==> src/rtl/fifo_pair_pkg.sv <==
package fifo_pair_pkg;
  localparam int unsigned ST_TX_EMPTY = 0;
  localparam int unsigned ST_TX_FULL  = 1;
  localparam int unsigned ST_RX_EMPTY = 2;
  localparam int unsigned ST_RX_FULL  = 3;
  localparam int unsigned ST_WR_ERR   = 4;
  localparam int unsigned ST_RD_ERR   = 5;
  localparam int unsigned ST_W        = 6;

  typedef struct packed {
    logic tx;
    logic rx;
  } join_t;
endpackage

==> src/rtl/jfifo_store.sv <==
module jfifo_store #(
  parameter int unsigned DW = 32,
  parameter int unsigned N  = 8,
  localparam int unsigned AW = $clog2(N)
) (
  input  logic          clk_i,
  input  logic          a_we_i,
  input  logic [AW-1:0] a_waddr_i,
  input  logic [DW-1:0] a_wdata_i,
  input  logic          b_we_i,
  input  logic [AW-1:0] b_waddr_i,
  input  logic [DW-1:0] b_wdata_i,
  input  logic [AW-1:0] a_raddr_i,
  output logic [DW-1:0] a_rdata_o,
  input  logic [AW-1:0] b_raddr_i,
  output logic [DW-1:0] b_rdata_o
);
  logic [DW-1:0] ent [N];

  for (genvar e = 0; e < N; e++) begin : g_ent
    logic [DW-1:0] q;
    // the two ports never address the same entry in any join mode
    always_ff @(posedge clk_i) begin
      if (a_we_i && a_waddr_i == AW'(e)) q <= a_wdata_i;
      else if (b_we_i && b_waddr_i == AW'(e)) q <= b_wdata_i;
    end
    assign ent[e] = q;
  end

  assign a_rdata_o = ent[a_raddr_i];
  assign b_rdata_o = ent[b_raddr_i];
endmodule

==> src/rtl/jfifo_ctrl.sv <==
module jfifo_ctrl #(
  parameter int unsigned DEPTH = 4,
  localparam int unsigned SPAN = 2 * DEPTH,
  localparam int unsigned AW   = $clog2(SPAN),
  localparam int unsigned CW   = $clog2(SPAN + 1)
) (
  input  logic          clk_i,
  input  logic          rst_ni,
  input  logic          flush_i,
  input  logic          en_i,
  input  logic          wide_i,
  input  logic          push_i,
  input  logic          pop_i,
  output logic          full_o,
  output logic          empty_o,
  output logic          push_ok_o,
  output logic [AW-1:0] wptr_o,
  output logic [AW-1:0] rptr_o
);
  logic [CW-1:0] cnt_q, cap;
  logic [AW-1:0] wptr_q, rptr_q, last;
  logic          pop_ok;

  assign cap     = wide_i ? CW'(SPAN) : CW'(DEPTH);
  assign last    = AW'(cap - CW'(1));
  assign full_o  = !en_i || (cnt_q == cap);
  assign empty_o = !en_i || (cnt_q == '0);

  assign push_ok_o = push_i && !full_o && !flush_i;
  assign pop_ok    = pop_i && !empty_o && !flush_i;

  function automatic logic [AW-1:0] bump(input logic [AW-1:0] p, input logic [AW-1:0] lim);
    return (p == lim) ? '0 : p + AW'(1);
  endfunction

  always_ff @(posedge clk_i or negedge rst_ni) begin
    if (!rst_ni) begin
      cnt_q  <= '0;
      wptr_q <= '0;
      rptr_q <= '0;
    end else if (flush_i) begin
      cnt_q  <= '0;
      wptr_q <= '0;
      rptr_q <= '0;
    end else begin
      if (push_ok_o) wptr_q <= bump(wptr_q, last);
      if (pop_ok)    rptr_q <= bump(rptr_q, last);
      cnt_q <= cnt_q + CW'(push_ok_o) - CW'(pop_ok);
    end
  end

  assign wptr_o = wptr_q;
  assign rptr_o = rptr_q;
endmodule

==> src/rtl/fifo_pair_join.sv <==
module fifo_pair_join
  import fifo_pair_pkg::*;
#(
  parameter int unsigned DW    = 32,
  parameter int unsigned DEPTH = 4
) (
  input  logic            clk_i,
  input  logic            rst_ni,
  input  logic            host_wr_i,
  input  logic [DW-1:0]   host_wdata_i,
  input  logic            host_rd_i,
  output logic [DW-1:0]   host_rdata_o,
  input  logic            mach_pull_i,
  output logic [DW-1:0]   mach_pull_data_o,
  input  logic            mach_push_i,
  input  logic [DW-1:0]   mach_push_data_i,
  input  logic            join_tx_i,
  input  logic            join_rx_i,
  input  logic [1:0]      err_clr_i,
  output logic [ST_W-1:0] status_o
);
  localparam int unsigned SPAN = 2 * DEPTH;
  localparam int unsigned AW   = $clog2(SPAN);

  join_t join_q, join_now;
  logic  flush;
  logic  tx_full, tx_empty, rx_full, rx_empty;
  logic  tx_push_ok, rx_push_ok;
  logic [AW-1:0] tx_wp, tx_rp, rx_wp, rx_rp, rx_base;
  logic  wr_err_q, rd_err_q;

  assign join_now = '{tx: join_tx_i, rx: join_rx_i};
  assign flush    = (join_now != join_q);

  always_ff @(posedge clk_i or negedge rst_ni) begin
    if (!rst_ni) join_q <= '0;
    else         join_q <= join_now;
  end

  jfifo_ctrl #(.DEPTH(DEPTH)) u_tx (
    .clk_i, .rst_ni,
    .flush_i   (flush),
    .en_i      (!join_q.rx),
    .wide_i    (join_q.tx),
    .push_i    (host_wr_i),
    .pop_i     (mach_pull_i),
    .full_o    (tx_full),
    .empty_o   (tx_empty),
    .push_ok_o (tx_push_ok),
    .wptr_o    (tx_wp),
    .rptr_o    (tx_rp)
  );

  jfifo_ctrl #(.DEPTH(DEPTH)) u_rx (
    .clk_i, .rst_ni,
    .flush_i   (flush),
    .en_i      (!join_q.tx),
    .wide_i    (join_q.rx),
    .push_i    (mach_push_i),
    .pop_i     (host_rd_i),
    .full_o    (rx_full),
    .empty_o   (rx_empty),
    .push_ok_o (rx_push_ok),
    .wptr_o    (rx_wp),
    .rptr_o    (rx_rp)
  );

  // transmit owns the low bank, receive the high bank unless it spans both
  assign rx_base = join_q.rx ? '0 : AW'(DEPTH);

  jfifo_store #(.DW(DW), .N(SPAN)) u_store (
    .clk_i,
    .a_we_i    (tx_push_ok),
    .a_waddr_i (tx_wp),
    .a_wdata_i (host_wdata_i),
    .b_we_i    (rx_push_ok),
    .b_waddr_i (rx_wp + rx_base),
    .b_wdata_i (mach_push_data_i),
    .a_raddr_i (tx_rp),
    .a_rdata_o (mach_pull_data_o),
    .b_raddr_i (rx_rp + rx_base),
    .b_rdata_o (host_rdata_o)
  );

  always_ff @(posedge clk_i or negedge rst_ni) begin
    if (!rst_ni) begin
      wr_err_q <= 1'b0;
      rd_err_q <= 1'b0;
    end else begin
      if (host_wr_i && tx_full) wr_err_q <= 1'b1;
      else if (err_clr_i[0])    wr_err_q <= 1'b0;
      if (host_rd_i && rx_empty) rd_err_q <= 1'b1;
      else if (err_clr_i[1])     rd_err_q <= 1'b0;
    end
  end

  always_comb begin
    status_o              = '0;
    status_o[ST_TX_EMPTY] = tx_empty;
    status_o[ST_TX_FULL]  = tx_full;
    status_o[ST_RX_EMPTY] = rx_empty;
    status_o[ST_RX_FULL]  = rx_full;
    status_o[ST_WR_ERR]   = wr_err_q;
    status_o[ST_RD_ERR]   = rd_err_q;
  end
endmodule

==> config.mk <==
export PLATFORM = sky130hd
export DESIGN_NAME = fifo_pair_join
export DESIGN_NICKNAME = d
export VERILOG_FILES = /design/src/rtl/fifo_pair_pkg.sv /design/src/rtl/jfifo_store.sv /design/src/rtl/jfifo_ctrl.sv /design/src/rtl/fifo_pair_join.sv
export SDC_FILE = /design/constraint.sdc
export NUM_CORES = 1
export LEC_CHECK = 0
export BUFFER_PORTS_ARGS = -buffer_cell sky130_fd_sc_hd__buf_4
export CAP_MARGIN = 20
export CORE_ASPECT_RATIO = 2
export CORE_MARGIN = 4
export CORE_UTILIZATION = 50
export DETAILED_ROUTE_END_ITERATION = 8
export PLACE_DENSITY = 0.82
export SLEW_MARGIN = 30
export SYNTH_ARGS = -nofsm -noshare
export SYNTH_HDL_FRONTEND = slang
export SYNTH_SLANG_ARGS = --single-unit
==> constraint.sdc <==
create_clock -name clk_i -period 4.6 [get_ports clk_i]
set_input_delay 0.23 -clock clk_i [delete_from_list [all_inputs] [get_ports clk_i]]
set_output_delay 0.23 -clock clk_i [all_outputs]
set_load 0.1 [all_outputs]
# After elaboration in Yosys (flattened, before gate mapping)
# Cells that the tools add are included.
# W data, S select, Z words.
[op_classes]
addsub = 12
multipliers = 0
n_div = 0
magnitude_cmp = 2
eq_ne = 21
n_shift = 0
n_mux = 43
n_bitwise = 2
n_reduce_logical = 53
[op_table]
columns = ["operator", "count"]
rows = [
  ["$mux W32", 20],
  ["$bmux W32 S3", 2],
  ["$mux W3", 13],
  ["$reduce_bool A2 Y1", 14],
  ["$logic_and A1 B1 Y1", 26],
  ["$eq A3 B3 Y1 const B", 8],
  ["$mux W4", 4],
  ["$add A3 B1 Y3 const B", 4],
  ["$eq A3 B2 Y1 const B", 4],
  ["$eq A3 B3 Y1", 4],
  ["$add A4 B1 Y4", 2],
  ["$eq A4 B4 Y1", 2],
  ["$ge A4 B4 Y1 const B", 2],
  ["$logic_not A4 Y1", 2],
  ["$not A3 Y4", 2],
  ["$sub A4 B1 Y4", 2],
  ["$add A3 B3 Y3", 2],
  ["$eq A3 B1 Y1 const B", 2],
  ["$logic_not A3 Y1", 2],
  ["$sub A3 B1 Y3 const B", 2],
  ["$logic_not A1 Y1", 5],
  ["$logic_or A1 B1 Y1", 4],
  ["$mux W1", 4],
  ["$ne A2 B2 Y1", 1],
]
[totals]
register_bits = 280
latchBits = 0
ram_bits = 0
romBits = 0
inputBits = 74
out_inout_bits = 70
elab_cells = 151
memories = 0

# Depth between registers and ports, before layout
# Gate-level depths: netlist (run 1).
[logic_depth]
ltp_word = 9
depth_mapped = 12
ltp_nobuf = 12

# Hierarchy
# A second synthesis (run 1) with hierarchy kept.
[hier_totals]
cells_unflattened = 945
area_unflattened_um2 = 16618.4
[by_module_without_submodules]
columns = ["module", "instances", "cells_each", "area_each_um2", "seq_area_each_um2"]
rows = [
  ["jfifo_store", 1, 794, 15078.2, 7687.4],
  ["jfifo_ctrl (u_tx)", 1, 64, 663.1, 250.2],
  ["jfifo_ctrl (u_rx)", 1, 64, 660.6, 250.2],
  ["fifo_pair_join", 1, 23, 216.5, 100.1],
]

# Worst setup path after synthesis (run 1)
# Ideal clock, no wire load.
[synth_path]
path_kind = "register -> register"
start = "register join_q[0] (netlist bit)"
end = "register u_store.g_ent[7].q[0], enable pin"
arrival_ns = 3.911
setup_slack_ns = 0.218
path_stages_with_launch = 7
n_path_buf = 2
synth_period_minus_slack_ns = 4.382
cell_sequence = "dfrtp_1 buf_6 clkbuf_1 and3b_1 o21ai_0 nand3_1 o31ai_1"
[synth_between]
elab_chain_len = 8
[synth_lines]
columns = ["element", "line_no", "source"]
rows = [
  ["start: declaration", "fifo_pair_join.sv:25", "join_t join_q, join_now;"],
  ["start signal: assignment", "fifo_pair_join.sv:37", "else join_q <= join_now;"],
  ["parallel branches: the longest is 7 deep, another holds $add A3 B3 Y3", "n/a", ""],
  ["$reduce_bool A2 Y1 (no source line) *", "n/a", ""],
  ["end signal: assignment", "jfifo_store.sv:24", "if (a_we_i && a_waddr_i == AW'(e)) q <= a_wdata_i;"],
  ["end signal: assignment", "jfifo_store.sv:25", "else if (b_we_i && b_waddr_i == AW'(e)) q <= b_wdata_i;"],
  ["end: declaration", "jfifo_store.sv:21", "logic [DW-1:0] q;"],
]
# Every way passes the cells marked *.
# A chain may end at the register's enable or synchronous reset.

# Worst setup path after layout (run 1)
[layout_path]
start = "register join_q[0] (netlist bit)"
end = "output host_rdata_o[1]"
[layout_between]
elab_chain_len = 6
[layout_lines]
columns = ["element", "line_no", "source"]
rows = [
  ["$mux W3", "fifo_pair_join.sv:69", "assign rx_base = join_q.rx ? '0 : AW'(DEPTH);"],
  ["$add A3 B3 Y3", "fifo_pair_join.sv:81", ".b_raddr_i (rx_rp + rx_base),"],
  ["$not A3 Y4 (not written as such)", "jfifo_store.sv:31", "assign b_rdata_o = ent[b_raddr_i];"],
  ["$bmux W32 S3", "jfifo_store.sv:31", ""],
  ["$mux W32 (not written as such) (2 in series)", "jfifo_store.sv:31", ""],
  ["end: declaration", "fifo_pair_join.sv:12", "output logic [DW-1:0] host_rdata_o,"],
]
# Every way passes these cells. The select of a mux whose other input is x is not followed.

==> reports/results.ini, run 1 <==
[hold_path]
hold_depth = 2
min_from = host_wdata_i[0]
worstHoldPathType = in -> reg
holdPathEnd = u_store.g_ent[7].q[0]$_DFFE_PP_

[job]
maxCapViolations = 0

[floorplanning]
die_w_um = 136
rows = 93
fp.coreArea_um2 = 32300
die-area_um2 = 36000
start_util_pct = 50.8
die_h_um = 264
io_pins = 144

[sta]
slew_viol_final = 0
finalSetupViolCount = 0
timing.hold.ws_ps = 53.8
tightest_slew_ps = 1030
hold_viol_final = 0
finalClockSkew_ps = 9.73
period_minus_slack_ps = 3400
setup_ws_ps = 1200
rsz0062_at_grt = no
period_share_pct = 74.0
timing.slew.headroom_pct = 31.5
fin_tns_setup_ps = 0
fmax_ghz = 0.294

[route]
vias_per_cell = 6.25
vias = 9616
dr.pass1.iters = 5
drc = 0
drt_iter0_drc = 710
wire_per_inst_um = 26.4
ant_nets = 0
drt-total-wl_um = 40600

[power_and_ir_drop]
p_comb_share_pct = 12.4
ir_drop_mv = 0.221
power_frac_seq_pct = 50.7
leakage_nw = 6.39
p_switching_w = 0.00139
pwr-share-clk_pct = 36.9
power.density_nw_per_um2 = 294
p_int_w = 0.00419
p_sw_share_pct = 24.9

[status]
outcome = finished, final reports clean

[layout]
drive_above_1_share_pct = 60.9
syn2layout_area_growth_pct = 15.4
nFillCells = 2481
final_common_cell = mux2_2
final_cell_mix = 292 x mux2_2, 256 x edfxtp_1, 157 x buf_4, 128 x mux4_2, 29 x mux2_4
layout.nets = 1189

[critical_path]
required_ps = 4370
r2r_end = u_store.g_ent[6].q[15]$_DFFE_PP_
cp-end-kind = output pin
r2r-start = join_q[0]$_DFF_PN0_
arrival_ps = 3170
start_kind = register
path_class = reg -> out
regToRegSetupSlack_ps = 1290
crit_fanout = 21
r2r_cells = 5

[clocking]
clock_sinks = 280
clock_latency_ps = 530
post_cts_resized = 0
clk_pin_slew_worst_paths_ps = 70
tritoncts.num_buffers = 24
cts_buffer_depth = 3
ctsHtreeMaxLevel = 1
root_buffer = clkbuf_16
cts_tree = done

[synth]
syn_nets = 1065
ys.flop_type = edfxtp_1
syn_inst = 967
synth-seq-area-share_pct = 50.4
syn_area_per_cell_um2 = 17.0
async_flop_share_pct = 8.57
netlist-cell-type-count = 46
synth_enable_flop_cells = 256
synth_seq_cells = 280
netlist_area_um2 = 16400
yosysWarnings = 0

[grt]
grt-ovfl-total = 0
grt_pass1_wl_um = 62500
grt_max_degree = 43
antenna_found_initial = 3
grtUsageTotal_pct = 22.8
grt_pass1_vias = 10600

[placed_design]
pre_cts_slack_ps = 1310
gp_congestion = 0.806
hpwlAfterDp_um = 26500
portBuffers = 143

==> metrics by stage <==
stage	utilization, %	cell area (um2)	power [W]	instances
final	58.6	19000	0.00558	1539
after CTS	58.6	19000	0.00561	1536
after floorplan	-	16400	0.00335	967
after global routing	58.6	19000	0.00576	1539
after global placement	55.8	18000	0.00355	1483
after detailed placement	55.9	18100	0.00357	1485
==> worst max-delay path by stage <==
stage / start / to / slack (ps)
after global placement: join_q[0]$_DFF_PN0_ / u_store.g_ent[5].q[25]$_DFFE_PP_ / 1310
after global routing: join_q[0]$_DFF_PN0_ / u_store.g_ent[5].q[15]$_DFFE_PP_ / 1120
after detailed placement: join_q[0]$_DFF_PN0_ / u_store.g_ent[5].q[21]$_DFFE_PP_ / 1310
after floorplan: join_q[0]$_DFF_PN0_ / u_store.g_ent[7].q[0]$_DFFE_PP_ / 220
final: join_q[0]$_DFF_PN0_ / host_rdata_o[1] / 1200
after CTS: join_q[0]$_DFF_PN0_ / host_rdata_o[1] / 1190
==> cell usage after synthesis, types with 5 or more instances <==
library cell	n	area share, %
buf_6	6	0.41
mux2_2	292	20
o21ai_0	7	0.21
edfxtp_1	256	47
dfrtp_1	24	3.7
buf_1	5	0.11
clkbuf_1	31	0.71
ha_1	22	1.7
a21oi_1	7	0.21
buf_4	6	0.27
mux2i_1	7	0.43
nor2_1	13	0.30
xnor2_1	7	0.37
nand2_1	16	0.37
inv_1	23	0.52
mux4_2	128	18
nand2b_1	5	0.19
mux2_4	29	2.6
buf_2	27	0.82
==> repair_timing <==
action / CTS / global route
hold endpoints to repair: 28 / 0
hold buffers: 7 / 0
setup buffers: 0 / 0
==> per-layer routing <==
layer / wire length (um) / global-route usage (%) / share of wire [%] / up-vias
met5: 0 / 0 / 0 / -
met2: 23400 / 43.9 / 58 / 350
met3: 2030 / 2.45 / 5.0 / 77
li1: - / - / - / 4167
met1: 13700 / 25.4 / 34 / 5022
met4: 1470 / 8.37 / 3.6 / 0
==> power groups by stage <==
stage	combinational, W	clock [W]	sequential, W
floorplan	0.000478	0	0.00287
global placement	0.000673	0	0.00288
detailed placement	0.000686	0	0.00288
CTS	0.000695	0.00209	0.00282
global route	0.000730	0.00220	0.00283
finish	0.000693	0.00206	0.00282
==> state kept, by name, summed over array words and instances, names as in the netlist <==
name and cells:
join_q 2, rd_err_q 1, u_rx.cnt_q 4, u_rx.rptr_o 3, u_rx.wptr_o 3, u_store.g_ent.q 256
u_tx.cnt_q 4, u_tx.rptr_o 3, u_tx.wptr_o 3, wr_err_q 1
==> cell families (layout without fill, tap and decap cells) <==
group | after synthesis | in the layout | share of synthesized area [%]
buffers and inverters | 98 | 240 | 2.85
AND/OR/NAND/NOR | 65 | 65 | 2.38
multiplexers | 456 | 456 | 40.6
AO/OA/AOI/OAI | 33 | 33 | 1.27
other | 0 | 3 | 0
flip-flops | 280 | 280 | 50.4
XOR/XNOR | 11 | 11 | 0.586
adder cells (fa/ha/maj) | 24 | 24 | 1.92
==> final cells by class <==
class | instances | area (um2) | area share, %
multi-input cells | 589 | 7800 | 41.1
flip-flops and latches | 280 | 8310 | 43.8
well taps | 427 | 534 | 2.82
clock inverters | 16 | 158 | 0.831
clock buffers | 28 | 637 | 3.36
inverters | 23 | 86.3 | 0.455
repair buffers | 173 | 1440 | 7.57
diodes | 3 | 7.51 | 0.0396
==> critical path, cell delays in order (launching register included) <==
cell and delay, ps:
dfrtp_1 730, xor2_4 830, buf_4 420, mux2_2 400, buf_4 240
No activity file was read; power rests on OpenSTA's default activity.
==> run 2: changes to the inputs <==
clock period = 3 ns   (was 4.6 ns; I/O delays follow)
==> reports/results.ini, run 2 (synthesized netlist as in run 1, its figures left out) <==
[status]
outcome = finished, final reports clean

[route]
vias = 10200
wire_per_inst_um = 27.5
vias_per_cell = 6.23
drt_iter0_drc = 754
drc = 0
dr.pass1.iters = 5
ant_nets = 0
drt-total-wl_um = 45000

[layout]
utilization_pct = 62.0
seq_area_um2 = 8310
drive_above_1_share_pct = 58.4
multiInputGateArea_um2 = 7800
layout.nets = 1288
largest_reg_flops = 256
largest_register = u_store.g_ent.q
nFillCells = 2379
syn2layout_area_growth_pct = 21.9
final_common_cell = mux2_2
largestRegisters = u_store.g_ent.q x256, u_rx.cnt_q x4, u_tx.cnt_q x4
final_cell_mix = 292 x mux2_2, 256 x edfxtp_1, 178 x buf_4, 128 x mux4_2, 75 x dlygate4sd3_1

[critical_path]
arrival_ps = 3130
r2r-start = join_q[1]$_DFF_PN0_
r2r_end = u_store.g_ent[3].q[13]$_DFFE_PP_
required_ps = 3300
start_kind = register
cp-end-kind = register
r2r_cells = 7
regToRegSetupSlack_ps = 170
crit_fanout = 32
path_class = reg -> reg

[sta]
finalClockSkew_ps = 13.1
timing.slew.headroom_pct = 50.0
tightest_slew_ps = 747
slew_viol_final = 0
period_share_pct = 94.3
rsz0062_at_grt = no
period_minus_slack_ps = 2830
fin_tns_setup_ps = 0
finalSetupViolCount = 0
hold_viol_final = 0
timing.hold.ws_ps = 48.5
fmax_ghz = 0.354

[grt]
grt_pass1_wl_um = 67700
grt_pass1_vias = 11400
grt_max_degree = 44
grt-ovfl-total = 0
antenna_found_initial = 3
grtUsageTotal_pct = 25.0

[clocking]
clk_pin_slew_worst_paths_ps = 70
cts_tree = done
cts_buffer_depth = 3
clock_sinks = 280
root_buffer = clkbuf_16
tritoncts.num_buffers = 26
clock_latency_ps = 550
ctsHtreeMaxLevel = 1

[floorplanning]
fp.coreArea_um2 = 32300
die_h_um = 264
start_util_pct = 50.8
io_pins = 144
rows = 93
die-area_um2 = 36000
die_w_um = 136

[power_and_ir_drop]
ir_drop_mv = 0.548
leakage_nw = 6.91
power.density_nw_per_um2 = 449

[placed_design]
portBuffers = 143
gp_congestion = 0.834
hpwlAfterDp_um = 30000

[hold_path]
worstHoldPathType = in -> async

[job]
maxCapViolations = 0

run 2: cell types whose count changed in the layout (fill, tap and decap cells not counted), moves of 2 or more:
cell and change:
dfrtp_2 +2, clkinv_4 -2, dlygate4sd3_1 +68, clkbuf_16 +2, bufinv_16 +2, clkbuf_1 +2
clkinv_2 +4, buf_12 +9, buf_4 +21, clkinvlp_4 -5
run 2: through the flow:
stage                     area [um2]  worst slack (ps)  cells  power [W]
final                          20100               172   1639    0.00901
after global placement         18400               319   1514    0.00547
after detailed placement       18400               275   1514    0.00550
after CTS                      20000               128   1636    0.00905
after floorplan                16500              -477    967    0.00514
after global routing           20100              50.5   1639    0.00928
run 2: final cells by class:
cell class	instances	area share (%)
multi-input cells	589	38.9
well taps	427	2.66
inverters	23	0.430
diodes	3	0.0374
repair buffers	270	12.1
clock buffers	33	3.53
clock inverters	14	0.898
flip-flops and latches	280	41.4
run 2: worst max-delay path by stage:
stage	startpoint	slack [ps]	cells after the start	end
final	join_q[1]$_DFF_PN0_	170	7	u_store.g_ent[3].q[13]$_DFFE_PP_
after global routing	join_q[1]$_DFF_PN0_	50	7	u_store.g_ent[3].q[13]$_DFFE_PP_
after CTS	join_q[1]$_DFF_PN0_	130	7	u_store.g_ent[3].q[13]$_DFFE_PP_
after detailed placement	join_q[1]$_DFF_PN0_	270	5	u_store.g_ent[5].q[23]$_DFFE_PP_
after global placement	join_q[1]$_DFF_PN0_	320	5	u_store.g_ent[4].q[24]$_DFFE_PP_
after floorplan	join_q[0]$_DFF_PN0_	-480	6	u_store.g_ent[0].q[0]$_DFFE_PP_
run 2: worst max-delay path: stages, from the launching register on:
cell and delay [ps]:
dfrtp_2 490, xor2_1 200, nor2_1 170, buf_4 240
nand4_1 290, buf_12 310, mux2_2 300, dlygate4sd3_1 560
run 2: repair_timing:
action                     CTS  global route
hold buffers                75             0
resized for setup            0             1
setup endpoints to repair    0             3
buffers inserted             0             0
hold endpoints to repair   282             0
run 2: metal layers:
metal	global-route usage [%]	share of wire, %
met2	49.5	59
met1	25.7	32
met4	10.7	4.2
met3	2.58	4.6
met5	0	0
run 2: power breakdown:
part / switching [W] / internal [W] / leakage (nW)
sequential: 0.0000245 / 0.00430 / 2.62
combinational: 0.000702 / 0.000469 / 3.85
clock: 0.00149 / 0.00202 / 0.436
